File: src/rtl/ser_tx_pkg.sv
package ser_tx_pkg;

  typedef enum logic [2:0] {
    ST_IDLE,
    ST_WAIT,
    ST_START,
    ST_DATA,
    ST_STOP
  } tx_state_e;

  // Stop period in sample ticks: (code + 1) half bits.
  function automatic logic [31:0] stop_ticks(input logic [1:0] code,
                                             input int unsigned div_w);
    return (32'(code) + 32'd1) << (div_w - 1);
  endfunction

endpackage

File: src/rtl/ser_tx_baud_div.sv
module ser_tx_baud_div #(
  parameter int unsigned DIV_W = 4
) (
  input  logic clk,
  input  logic rst_n,
  input  logic run,
  input  logic samp_tick,
  output logic tick_en,
  output logic bit_ovf
);

  logic [DIV_W-1:0] div_q, div_d;

  always_comb begin
    div_d = div_q;
    if (!run)           div_d = '0;
    else if (samp_tick) div_d = div_q + DIV_W'(1);
  end

  always_ff @(posedge clk or negedge rst_n) begin
    if (!rst_n) div_q <= '0;
    else        div_q <= div_d;
  end

  assign tick_en = run & samp_tick;
  assign bit_ovf = tick_en & (&div_q);

  AST_DIV_CLEARED: assert property (@(posedge clk) disable iff (!rst_n)
    !run |=> (div_q == '0));

endmodule

File: src/rtl/ser_tx_hold.sv
module ser_tx_hold #(
  parameter int unsigned FW = 9
) (
  input  logic          clk,
  input  logic          rst_n,
  input  logic          run,
  input  logic          load,
  input  logic          take,
  input  logic [FW-1:0] in_field,
  input  logic          in_wide,
  input  logic [1:0]    in_stop,
  output logic          vld,
  output logic [FW-1:0] field,
  output logic          wide,
  output logic [1:0]    stop
);

  logic vld_q, vld_d;
  logic [FW-1:0] field_q;
  logic wide_q;
  logic [1:0] stop_q;

  always_comb begin
    vld_d = vld_q;
    if (!run)      vld_d = 1'b0;
    else if (load) vld_d = 1'b1;
    else if (take) vld_d = 1'b0;
  end

  always_ff @(posedge clk or negedge rst_n) begin
    if (!rst_n) vld_q <= 1'b0;
    else        vld_q <= vld_d;
  end

  // Payload registers, enabled only by an accepted write.
  always_ff @(posedge clk or negedge rst_n) begin
    if (!rst_n) begin
      field_q <= '0;
      wide_q  <= 1'b0;
      stop_q  <= 2'd0;
    end else if (load) begin
      field_q <= in_field;
      wide_q  <= in_wide;
      stop_q  <= in_stop;
    end
  end

  assign vld   = vld_q;
  assign field = field_q;
  assign wide  = wide_q;
  assign stop  = stop_q;

  AST_HOLD_FILLS: assert property (@(posedge clk) disable iff (!rst_n)
    (run && load) |=> vld_q);

endmodule

File: src/rtl/ser_tx_shifter.sv
module ser_tx_shifter
  import ser_tx_pkg::*;
#(
  parameter int unsigned DIV_W = 4,
  parameter int unsigned FW    = 9
) (
  input  logic          clk,
  input  logic          rst_n,
  input  logic          run,
  input  logic          tick_en,
  input  logic          bit_ovf,
  input  logic          load,
  input  logic [FW-1:0] ld_field,
  input  logic          ld_wide,
  input  logic [1:0]    ld_stop,
  output logic          free,
  output logic          sh_idle,
  output logic          txd,
  output logic          tx_empty
);

  localparam int unsigned IDX_W = $clog2(FW);
  localparam int unsigned SCW   = DIV_W + 2;

  tx_state_e      state_q, state_d;
  logic [FW-1:0]  shreg_q, shreg_d;
  logic [IDX_W-1:0] idx_q, idx_d;
  logic           wide_q, wide_d;
  logic [1:0]     stop_q, stop_d;
  logic [SCW-1:0] scnt_q, scnt_d;

  logic [IDX_W-1:0] last_idx;
  logic [SCW-1:0]   stop_len;
  logic             stop_done;

  assign last_idx  = wide_q ? IDX_W'(FW - 1) : IDX_W'(FW - 2);
  assign stop_len  = SCW'(stop_ticks(stop_q, DIV_W));
  assign stop_done = (state_q == ST_STOP) & tick_en & (scnt_q == stop_len - SCW'(1));
  assign free      = (state_q == ST_IDLE) | stop_done;

  always_comb begin
    state_d = state_q;
    shreg_d = shreg_q;
    idx_d   = idx_q;
    wide_d  = wide_q;
    stop_d  = stop_q;
    scnt_d  = scnt_q;
    if (!run) begin
      state_d = ST_IDLE;
    end else begin
      unique case (state_q)
        ST_IDLE: ;
        ST_WAIT:  if (bit_ovf) state_d = ST_START;
        ST_START: if (bit_ovf) begin
                    state_d = ST_DATA;
                    idx_d   = '0;
                  end
        ST_DATA:  if (bit_ovf) begin
                    if (idx_q == last_idx) begin
                      state_d = ST_STOP;
                      scnt_d  = '0;
                    end else begin
                      shreg_d = shreg_q >> 1;
                      idx_d   = idx_q + IDX_W'(1);
                    end
                  end
        ST_STOP:  if (tick_en) begin
                    if (stop_done) state_d = ST_IDLE;
                    else           scnt_d  = scnt_q + SCW'(1);
                  end
        default:  state_d = ST_IDLE;
      endcase
      if (load) begin
        state_d = bit_ovf ? ST_START : ST_WAIT;
        shreg_d = ld_field;
        wide_d  = ld_wide;
        stop_d  = ld_stop;
      end
    end
  end

  always_ff @(posedge clk or negedge rst_n) begin
    if (!rst_n) begin
      state_q <= ST_IDLE;
      shreg_q <= '0;
      idx_q   <= '0;
      wide_q  <= 1'b0;
      stop_q  <= 2'd0;
      scnt_q  <= '0;
    end else begin
      state_q <= state_d;
      shreg_q <= shreg_d;
      idx_q   <= idx_d;
      wide_q  <= wide_d;
      stop_q  <= stop_d;
      scnt_q  <= scnt_d;
    end
  end

  always_comb begin
    unique case (state_q)
      ST_START: txd = 1'b0;
      ST_DATA:  txd = shreg_q[0];
      default:  txd = 1'b1;
    endcase
  end

  assign tx_empty = (state_q == ST_IDLE) | (state_q == ST_STOP);
  assign sh_idle  = (state_q == ST_IDLE);

  AST_START_ON_OVF: assert property (@(posedge clk) disable iff (!rst_n)
    (state_q == ST_START && $past(state_q) != ST_START) |-> $past(bit_ovf));
  AST_DATA_INDEX: assert property (@(posedge clk) disable iff (!rst_n)
    (state_q == ST_DATA) |-> (idx_q <= last_idx));
  AST_STOP_WINDOW: assert property (@(posedge clk) disable iff (!rst_n)
    (state_q == ST_STOP) |-> (scnt_q < stop_len));
  AST_TXE_RISE: assert property (@(posedge clk) disable iff (!rst_n)
    (tx_empty && !$past(tx_empty)) |-> ($past(bit_ovf) || !$past(run)));

endmodule

File: src/rtl/ser_tx_dbuf.sv
module ser_tx_dbuf
  import ser_tx_pkg::*;
#(
  parameter int unsigned DIV_W  = 4,
  parameter int unsigned DATA_W = 8
) (
  input  logic              clk,
  input  logic              rst_n,
  input  logic              samp_tick,
  input  logic              run_en,
  input  logic              wide_sel,
  input  logic              par_en,
  input  logic              par_odd,
  input  logic [1:0]        stop_sel,
  input  logic              wr_stb,
  input  logic [DATA_W:0]   wr_data,
  output logic              txd,
  output logic              buf_empty,
  output logic              tx_empty
);

  localparam int unsigned FW = DATA_W + 1;

  logic tick_en, bit_ovf;
  logic free, sh_idle;
  logic ninth;
  logic [FW-1:0] wr_field;
  logic wr_go, hold_load, hold_take, sh_load;
  logic hold_vld, hold_wide;
  logic [FW-1:0] hold_field;
  logic [1:0] hold_stop;
  logic [FW-1:0] src_field;
  logic src_wide;
  logic [1:0] src_stop;

  ser_tx_baud_div #(.DIV_W(DIV_W)) u_div (
    .clk       (clk),
    .rst_n     (rst_n),
    .run       (run_en),
    .samp_tick (samp_tick),
    .tick_en   (tick_en),
    .bit_ovf   (bit_ovf)
  );

  // Ninth bit resolved at write time so later select changes have no effect.
  always_comb begin
    if (!wide_sel)   ninth = 1'b0;
    else if (par_en) ninth = (^wr_data[DATA_W-1:0]) ^ par_odd;
    else             ninth = wr_data[DATA_W];
  end
  assign wr_field = {ninth, wr_data[DATA_W-1:0]};

  assign wr_go     = run_en & wr_stb;
  assign hold_load = wr_go & (~free | hold_vld);
  assign hold_take = run_en & free & hold_vld;
  assign sh_load   = run_en & free & (hold_vld | wr_stb);

  ser_tx_hold #(.FW(FW)) u_hold (
    .clk      (clk),
    .rst_n    (rst_n),
    .run      (run_en),
    .load     (hold_load),
    .take     (hold_take),
    .in_field (wr_field),
    .in_wide  (wide_sel),
    .in_stop  (stop_sel),
    .vld      (hold_vld),
    .field    (hold_field),
    .wide     (hold_wide),
    .stop     (hold_stop)
  );

  assign src_field = hold_vld ? hold_field : wr_field;
  assign src_wide  = hold_vld ? hold_wide  : wide_sel;
  assign src_stop  = hold_vld ? hold_stop  : stop_sel;

  ser_tx_shifter #(.DIV_W(DIV_W), .FW(FW)) u_shift (
    .clk      (clk),
    .rst_n    (rst_n),
    .run      (run_en),
    .tick_en  (tick_en),
    .bit_ovf  (bit_ovf),
    .load     (sh_load),
    .ld_field (src_field),
    .ld_wide  (src_wide),
    .ld_stop  (src_stop),
    .free     (free),
    .sh_idle  (sh_idle),
    .txd      (txd),
    .tx_empty (tx_empty)
  );

  assign buf_empty = ~hold_vld;

  AST_ABORT_CLEAN: assert property (@(posedge clk) disable iff (!rst_n)
    !run_en |=> (txd && buf_empty && tx_empty));
  AST_NO_STRANDED_WORD: assert property (@(posedge clk) disable iff (!rst_n)
    sh_idle |-> !hold_vld);
  AST_IDLE_WRITE_BYPASS: assert property (@(posedge clk) disable iff (!rst_n)
    (sh_idle && wr_go) |=> (!sh_idle && !hold_vld));

endmodule

File: config.mk
export PLATFORM = sky130hd
export DESIGN_NAME = ser_tx_dbuf
export DESIGN_NICKNAME = d
export VERILOG_FILES = /design/src/rtl/ser_tx_pkg.sv /design/src/rtl/ser_tx_baud_div.sv /design/src/rtl/ser_tx_hold.sv /design/src/rtl/ser_tx_shifter.sv /design/src/rtl/ser_tx_dbuf.sv
export SDC_FILE = /design/constraint.sdc
export NUM_CORES = 1
export LEC_CHECK = 0
export ABC_AREA = 1
export ABC_CLOCK_PERIOD_IN_PS = 2800
export BUFFER_PORTS_ARGS = -buffer_cell sky130_fd_sc_hd__buf_2
export CAP_MARGIN = 20
export CORE_AREA = 5 5 97 99
export CTS_CLUSTER_DIAMETER = 40
export DETAILED_ROUTE_END_ITERATION = 16
export DIE_AREA = 0 0 102 104
export PLACE_DENSITY = 0.56
export SLEW_MARGIN = 25
export SYNTH_ARGS = -nofsm -noshare
export SYNTH_HDL_FRONTEND = slang
export SYNTH_SLANG_ARGS = --single-unit
File: constraint.sdc
create_clock -name clk -period 2.8 [get_ports clk]
set_clock_uncertainty 0.2 [all_clocks]
set_input_delay 0.28 -clock clk [delete_from_list [all_inputs] [get_ports clk]]
set_output_delay 0.28 -clock clk [all_outputs]
set_load 0.01 [all_outputs]
# Word-level counts from Yosys, hierarchy flattened
# Cells that the tools add are included.
[totals] register_bits=42 in_bits=19 elab_cells=101 out_inout_bits=3
[op_classes] n_reduce_logical=12 eq_ne=22 bitwise_logic=16 mux=35 addsub=5
[ops] cell="$mux W9" count=5
[ops] cell="$mux W3" count=8
[ops] cell="$mux W4" count=6
[ops] cell="$mux W6" count=4
[ops] cell="$ne A4 B3 Y1 const B" count=5
[ops] cell="$pmux W3 S5" count=1
[ops] cell="$pmux W6 S2" count=1
[ops] cell="$ne A2 B2 Y1 const B" count=5
[ops] cell="$and A1 B1 Y1" count=9
[ops] cell="$add A4 B1 Y4 const B" count=2
[ops] cell="$pmux W4 S2" count=1
[ops] cell="$reduce_and A4 Y1" count=2
[ops] cell="$reduce_bool A2 Y1" count=4
[ops] cell="$reduce_xor A8 Y1" count=1
[ops] cell="$reduce_and A7 Y1" count=1
[ops] cell="$add A6 B1 Y6 const B" count=1
[ops] cell="$eq A3 B2 Y1 const B" count=2
[ops] cell="$eq A6 B6 Y1" count=1
[ops] cell="$mux W1" count=6
[ops] cell="$ne A2 B1 Y1 const B" count=3
[ops] cell="$reduce_and A6 Y1" count=1
[ops] cell="$sub A6 B1 Y6 const B" count=1
[ops] cell="$reduce_and A5 Y1" count=1
[ops] cell="$eq A4 B4 Y1" count=1
[ops] cell="other kinds (13)" count=18

# Longest topological paths before layout
[depth] word_depth=10 ltp_mapped=14 depth_no_buf=14

# Modules after synthesis
# A second synthesis with hierarchy kept.
[hier_totals] cells_unflattened=373 hier_area_um2=2715.1
[modules_own_cells] module="ser_tx_shifter" seq_area_each_um2=625.6 cells_each=212 area_each_um2=1660.3 n_inst=1
[modules_own_cells] module="ser_tx_hold" seq_area_each_um2=325.3 cells_each=56 area_each_um2=499.2 n_inst=1
[modules_own_cells] module="ser_tx_dbuf" seq_area_each_um2=0.0 cells_each=79 area_each_um2=351.6 n_inst=1
[modules_own_cells] module="ser_tx_baud_div" seq_area_each_um2=100.1 cells_each=26 area_each_um2=203.9 n_inst=1

# Least setup slack after synthesis
# Ideal clock, no wire load.
[synth_timing] path_type="register -> register" from="register u_shift.stop_q[0]" to="register u_shift.shreg_q[4]" setup_ps=124 slack_ps=898 synth_period_minus_slack_ps=1902 required_time_ps=2476 path_buffers=1 path_stages_with_launch=13 arrival_ps=1578 path_cell_list="dfrtp_1 > ha_1 > inv_1 > nand2_1 > nand2_1 > nor2_1 > nor2_1 > nand3_2 > nand2_2 > nand2_2 > buf_2 > nand3_1 > nand3_1"
[synth_via] elab_chain_len=9 word_cells_on_any_way=12 classes_between="2 x add/sub; 2 x eq/ne; 1 x mux; 4 x bitwise; 3 x reduce/logical"
[synth_lines] item="from (decl)" line="ser_tx_shifter.sv:29" text="logic [1:0] stop_q, stop_d;"
[synth_lines] item="from (signal assigned)" line="ser_tx_shifter.sv:95" text="stop_q <= stop_d;"
[synth_lines] item="$add A2 B1 Y3 (*)" line="ser_tx_pkg.sv:14" text="return (32'(code) + 32'd1) << (div_w - 1);"
[synth_lines] item="$sub A6 B1 Y6 (*)" line="ser_tx_shifter.sv:38" text="assign stop_done = (state_q == ST_STOP) & tick_en & (scnt_q == stop_len - SCW'(1));"
[synth_lines] item="$eq A6 B6 Y1 (*)" line="ser_tx_shifter.sv:38"
[synth_lines] item="$and A1 B1 Y1 (*)" line="ser_tx_shifter.sv:38"
[synth_lines] item="$or A1 B1 Y1 (*)" line="ser_tx_shifter.sv:39" text="assign free = (state_q == ST_IDLE) | stop_done;"
[synth_lines] item="$and A1 B1 Y1 (*) (2 in series)" line="ser_tx_dbuf.sv:56" text="assign sh_load = run_en & free & (hold_vld | wr_stb);"
[synth_lines] item="$ne A2 B2 Y1 (no source line) / $reduce_bool A2 Y1 (equally long branches)"
[synth_lines] item="$reduce_and A4 Y1 (no source line)"
[synth_lines] item="to (signal assigned)" line="ser_tx_shifter.sv:92" text="shreg_q <= shreg_d;"
[synth_lines] item="to (decl)" line="ser_tx_shifter.sv:26" text="logic [FW-1:0] shreg_q, shreg_d;"
# Mark *: on every way between the ends. The rest lies on a longest branch, timed or not.
# A chain may end at the register's enable or synchronous reset.

# Worst setup path in the final report
[layout_timing] from="register u_shift.stop_q[0]" to="register u_shift.stop_q[0]"
[layout_via] elab_chain_len=8
[layout_lines] item="$add A2 B1 Y3" line="ser_tx_pkg.sv:14"
[layout_lines] item="$sub A6 B1 Y6" line="ser_tx_shifter.sv:38"
[layout_lines] item="$eq A6 B6 Y1" line="ser_tx_shifter.sv:38"
[layout_lines] item="$and A1 B1 Y1" line="ser_tx_shifter.sv:38"
[layout_lines] item="$or A1 B1 Y1" line="ser_tx_shifter.sv:39"
[layout_lines] item="$and A1 B1 Y1 (2 in series)" line="ser_tx_dbuf.sv:56"
[layout_lines] item="$reduce_and A2 Y1 (no source line)"
# No other way between the ends.

==> metrics.md <==
| Metric | Value |
|---|---|
| # clock sinks | `between 40 and 50` |
| Horiz. Die Dim | `about 100 um` |
| Global routing met1 resource utilization | `~14%` |
| Top cell type's share of synthesized area | `approximately 43%` |
| Distinct cell type count after synthesis | `30` |
| IO buf count | `21` |
| Top cell type by total area after synthesis | `sky130_fd_sc_hd__dfrtp_1` |
| Core area | `between 8000 and 9000 um2` |
| Overflow left after global routing | `0` |
| Final total negative setup slack | `0 ps` |
| Maximum number of buffers from clock root to sink | `2` |
| Number of vias in the routed layout | `around 2.1k` |
| Routed wire length | `approximately 5100 um` |
| Sequential group share of total power | `between 40 and 50%` |
| First-pass DRT Iterations | `4` |
| Critical path start-end classification | `register to register` |
| TritonCTS buffer count | `5` |
| Number of nets in the final layout | `~380` |
| Number of antenna violations at the first check in global routing | `0` |
| First-pass GRT wire length | `~9200 um` |
| Total placed instance area | `about 2700 um2` |
| Largest fanout of any net on the critical path | `23` |
| Met3 usage | `between 1.5 and 2%` |
| Slew margin rel. | `a little over three fifths` |
| Non-filler cells in the finished layout | `between 400 and 500` |
| Die span in y | `104 um` |
| Arrival time of data at the critical path endpoint | `between 2000 and 2500 ps` |
| Fraction of final layout cells with drive strength greater than 1 | `15.21%` |
| Unrepaired setup endpoints after global routing | `no` |
| Endpoint kind of the worst setup timing path | `register` |
| Dominant cells by area after synthesis | `sky130_fd_sc_hd__dfrtp_1, sky130_fd_sc_hd__nand2_1, sky130_fd_sc_hd__nand3_1` |
| Largest net degree at the start of global routing | `43` |
| Cell total after placement | `~450` |
| Number of rows in the core area | `34` |
| Number of synthesized register bits | `42` |
| Setup violators final | `0` |
| Antenna diode count | `0` |
| Number of pins with negative max-slew slack in the final report | `0` |
| Vias/cell | `approximately 4.5` |
| Post-route cell area | `between 2000 and 3000 um2` |
| Least-Margin Pin Slew | `between 500 and 600 ps` |
| Count of mapped cells out of synthesis | `around 330` |
| Ys Warns | `0` |
| Total routing resource utilization after global routing | `between 10% and 20%` |
| Final weighted congestion in routability-driven placement | `roughly 0.8` |
| Maximum operating frequency | `between 400 and 500 MHz` |
| Met2 usage in global routing | `between 10% and 20%` |
| Pwr dens | `748.0 nW/um2` |
| Fraction of power consumed by combinational cells | `~33%` |
| Final-report hold violation count | `0` |
| Residual antenna-violating net count after detailed routing | `0` |
| Final core utilization | `~33%` |
| Clock period minus final worst setup slack | `about 2300 ps` |
| Initial Utilization | `29.03%` |
| Detailed placement HPWL | `~3800 um` |
| DRC violation count after routing | `0` |
| First-iteration detailed-routing DRC count | `74` |
| Max capacitance violation total | `0` |
| Final total power | `~2.1 mW` |
| Portion of the post-synthesis area used by sequential elements | `42.77%` |
| Clock insertion delay at the later pin of the skew report | `~290 ps` |
| Area of the mapped netlist | `approximately 2500 um2` |
| Kind of launch point of the worst setup path | `register` |
| Most common cell after layout, fill and taps aside | `sky130_fd_sc_hd__nand2_1` |
| TritonCTS clock tree | `done` |
| Switching share of power | `between 30% and 40%` |
| Clk pwr share | `22.0%` |
| Number of inserted filler cells in the final layout | `approximately 900` |
| CTS H-Tree Depth | `2` |
| Hold/Removal Path Class | `primary input to register` |
| Number of global-route vias before repair | `2092` |
| Switching power total | `775.0 uW` |
| Clock slew seen by the registers of the worst setup and hold paths | `70 ps` |
| Per-cell routed wire length | `10.94 um` |
| Top library cells by usage in the layout, fill and taps aside | `sky130_fd_sc_hd__nand2_1, sky130_fd_sc_hd__dfrtp_1, sky130_fd_sc_hd__inv_1, sky130_fd_sc_hd__nand3_1, sky130_fd_sc_hd__o21ai_0` |
| Reported leakage power | `about 1.4 nW` |
| Required time reported for the critical path endpoint | `2810 ps` |
| Status | `finished clean` |
| Cell chosen for the clock root | `sky130_fd_sc_hd__clkbuf_8` |
| I/O pin cnt | `22` |
| Maximum vdd ir drop | `about 330 uV` |
| Highest-utilization routing layer at the global route stage | `met2` |
| Internal power | `~1.3 mW` |
| Syn_area_per_cell | `~7.4 um2` |
| Area enclosed by the die boundary | `10610 um2` |
| Period utilisation layout | `81.89%` |
| Synth Net Count | `355` |
| Area growth from synthesis to layout | `13.24%` |
[final timing paths]
kind | startpoint | to | slack, ps | cells after the start
setup / recovery | u_shift.stop_q[0] | u_shift.stop_q[0] | 510 | 12
hold / removal | stop_sel[1] | u_hold.stop[1] | 50 | 3
setup reg to reg | u_shift.stop_q[0] | u_shift.stop_q[0] | 510 | 12
hold reg to reg | u_div.div_q[3] | u_div.div_q[3] | 270 | 1
max in group asynchronous | rst_n | u_shift.shreg_q[4] | 1700 | 2
min in group asynchronous | rst_n | u_shift.scnt_q[5] | 320 | 2
[Yosys cell counts (all sizes together)]
cell	count
clkbuf	1
or2	2
o21ai	41
nand3	38
nor2	19
nor3	2
xnor2	5
xor2	4
inv	40
o211ai	1
nand2	112
a21oi	3
clkinv	2
nand4	4
ha	5
dfrtp	42
o31ai	2
nor4	2
buf	6
[routing by layer]
metal	vias to the layer above	share of wire, %
met1	952	50
met3	9	2.9
met5	-	0
li1	1108	-
met2	30	45
met4	0	1.6
[state kept, by name (all words and copies together) (netlist names)]
name	flops
u_hold.vld	1
u_div.div_q	4
u_shift.state_q	3
u_shift.wide_q	1
u_shift.stop_q	2
u_hold.field	9
u_shift.shreg_q	9
u_shift.scnt_q	6
u_hold.stop	2
u_hold.wide	1
u_shift.idx_q	4
[cell type report]
class | count | area, um2 | share of cell area (%)
Clock buffer | 8 | 110.1 | 3.957
Tap cell | 108 | 135.1 | 4.856
Sequential cell | 42 | 1051 | 37.77
Multi-Input combinational cell | 240 | 1202 | 43.21
Inverter | 42 | 158.9 | 5.710
Timing Repair Buffer | 23 | 125.1 | 4.496
[worst max-delay path, stage by stage (launching register included)]
cell and delay [ps]:
sky130_fd_sc_hd__dfrtp_1 400, sky130_fd_sc_hd__ha_1 320, sky130_fd_sc_hd__inv_1 60, sky130_fd_sc_hd__nand2_1 40
sky130_fd_sc_hd__nand2_1 80, sky130_fd_sc_hd__nor2_1 50, sky130_fd_sc_hd__nor2_1 120, sky130_fd_sc_hd__nand3_2 110
sky130_fd_sc_hd__nand2_2 130, sky130_fd_sc_hd__nand2_2 260, sky130_fd_sc_hd__inv_2 250, sky130_fd_sc_hd__o211ai_1 110
sky130_fd_sc_hd__o21ai_0 80
[power groups by stage]
stage / combinational, mW / clock (mW) / sequential, mW
3_3_place_gp: 0.680 / 0 / 0.941
6_report: 0.689 / 0.458 / 0.935
4_1_cts: 0.701 / 0.484 / 0.936
5_1_grt: 0.813 / 0.502 / 0.963
3_5_place_dp: 0.697 / 0 / 0.947
2_1_floorplan: 0.577 / 0 / 0.903
[timing repair]
action,CTS,global route
setup buffers,0,0
gates resized for setup,0,0
hold buffers,1,0
endpoints found under the hold margin,42,0
[stage by stage]
stage / worst slack [ps] / hold slack [ps]
3_5_place_dp: 512.2 / 259.8
4_1_cts: 480.8 / 45.06
2_1_floorplan: 897.9 / -215.6
5_1_grt: 340.4 / 64.68
3_3_place_gp: 557.8 / 252.6
6_report: 507.1 / 51.23
[cells by family (layout without fill, tap and decap cells)]
family                     Yosys count  count (layout)  share of synthesized area, %
and+or+nand+nor                    179             179                         32.08
buffers and inverters               49              73                         8.298
AOI/OAI and AO/OA                   47              47                         11.10
DFF                                 42              42                         42.77
xor gates and xnor gates             9               9                         3.208
adders and majority gates            5               5                         2.546
(Power assumes the default switching activity.)
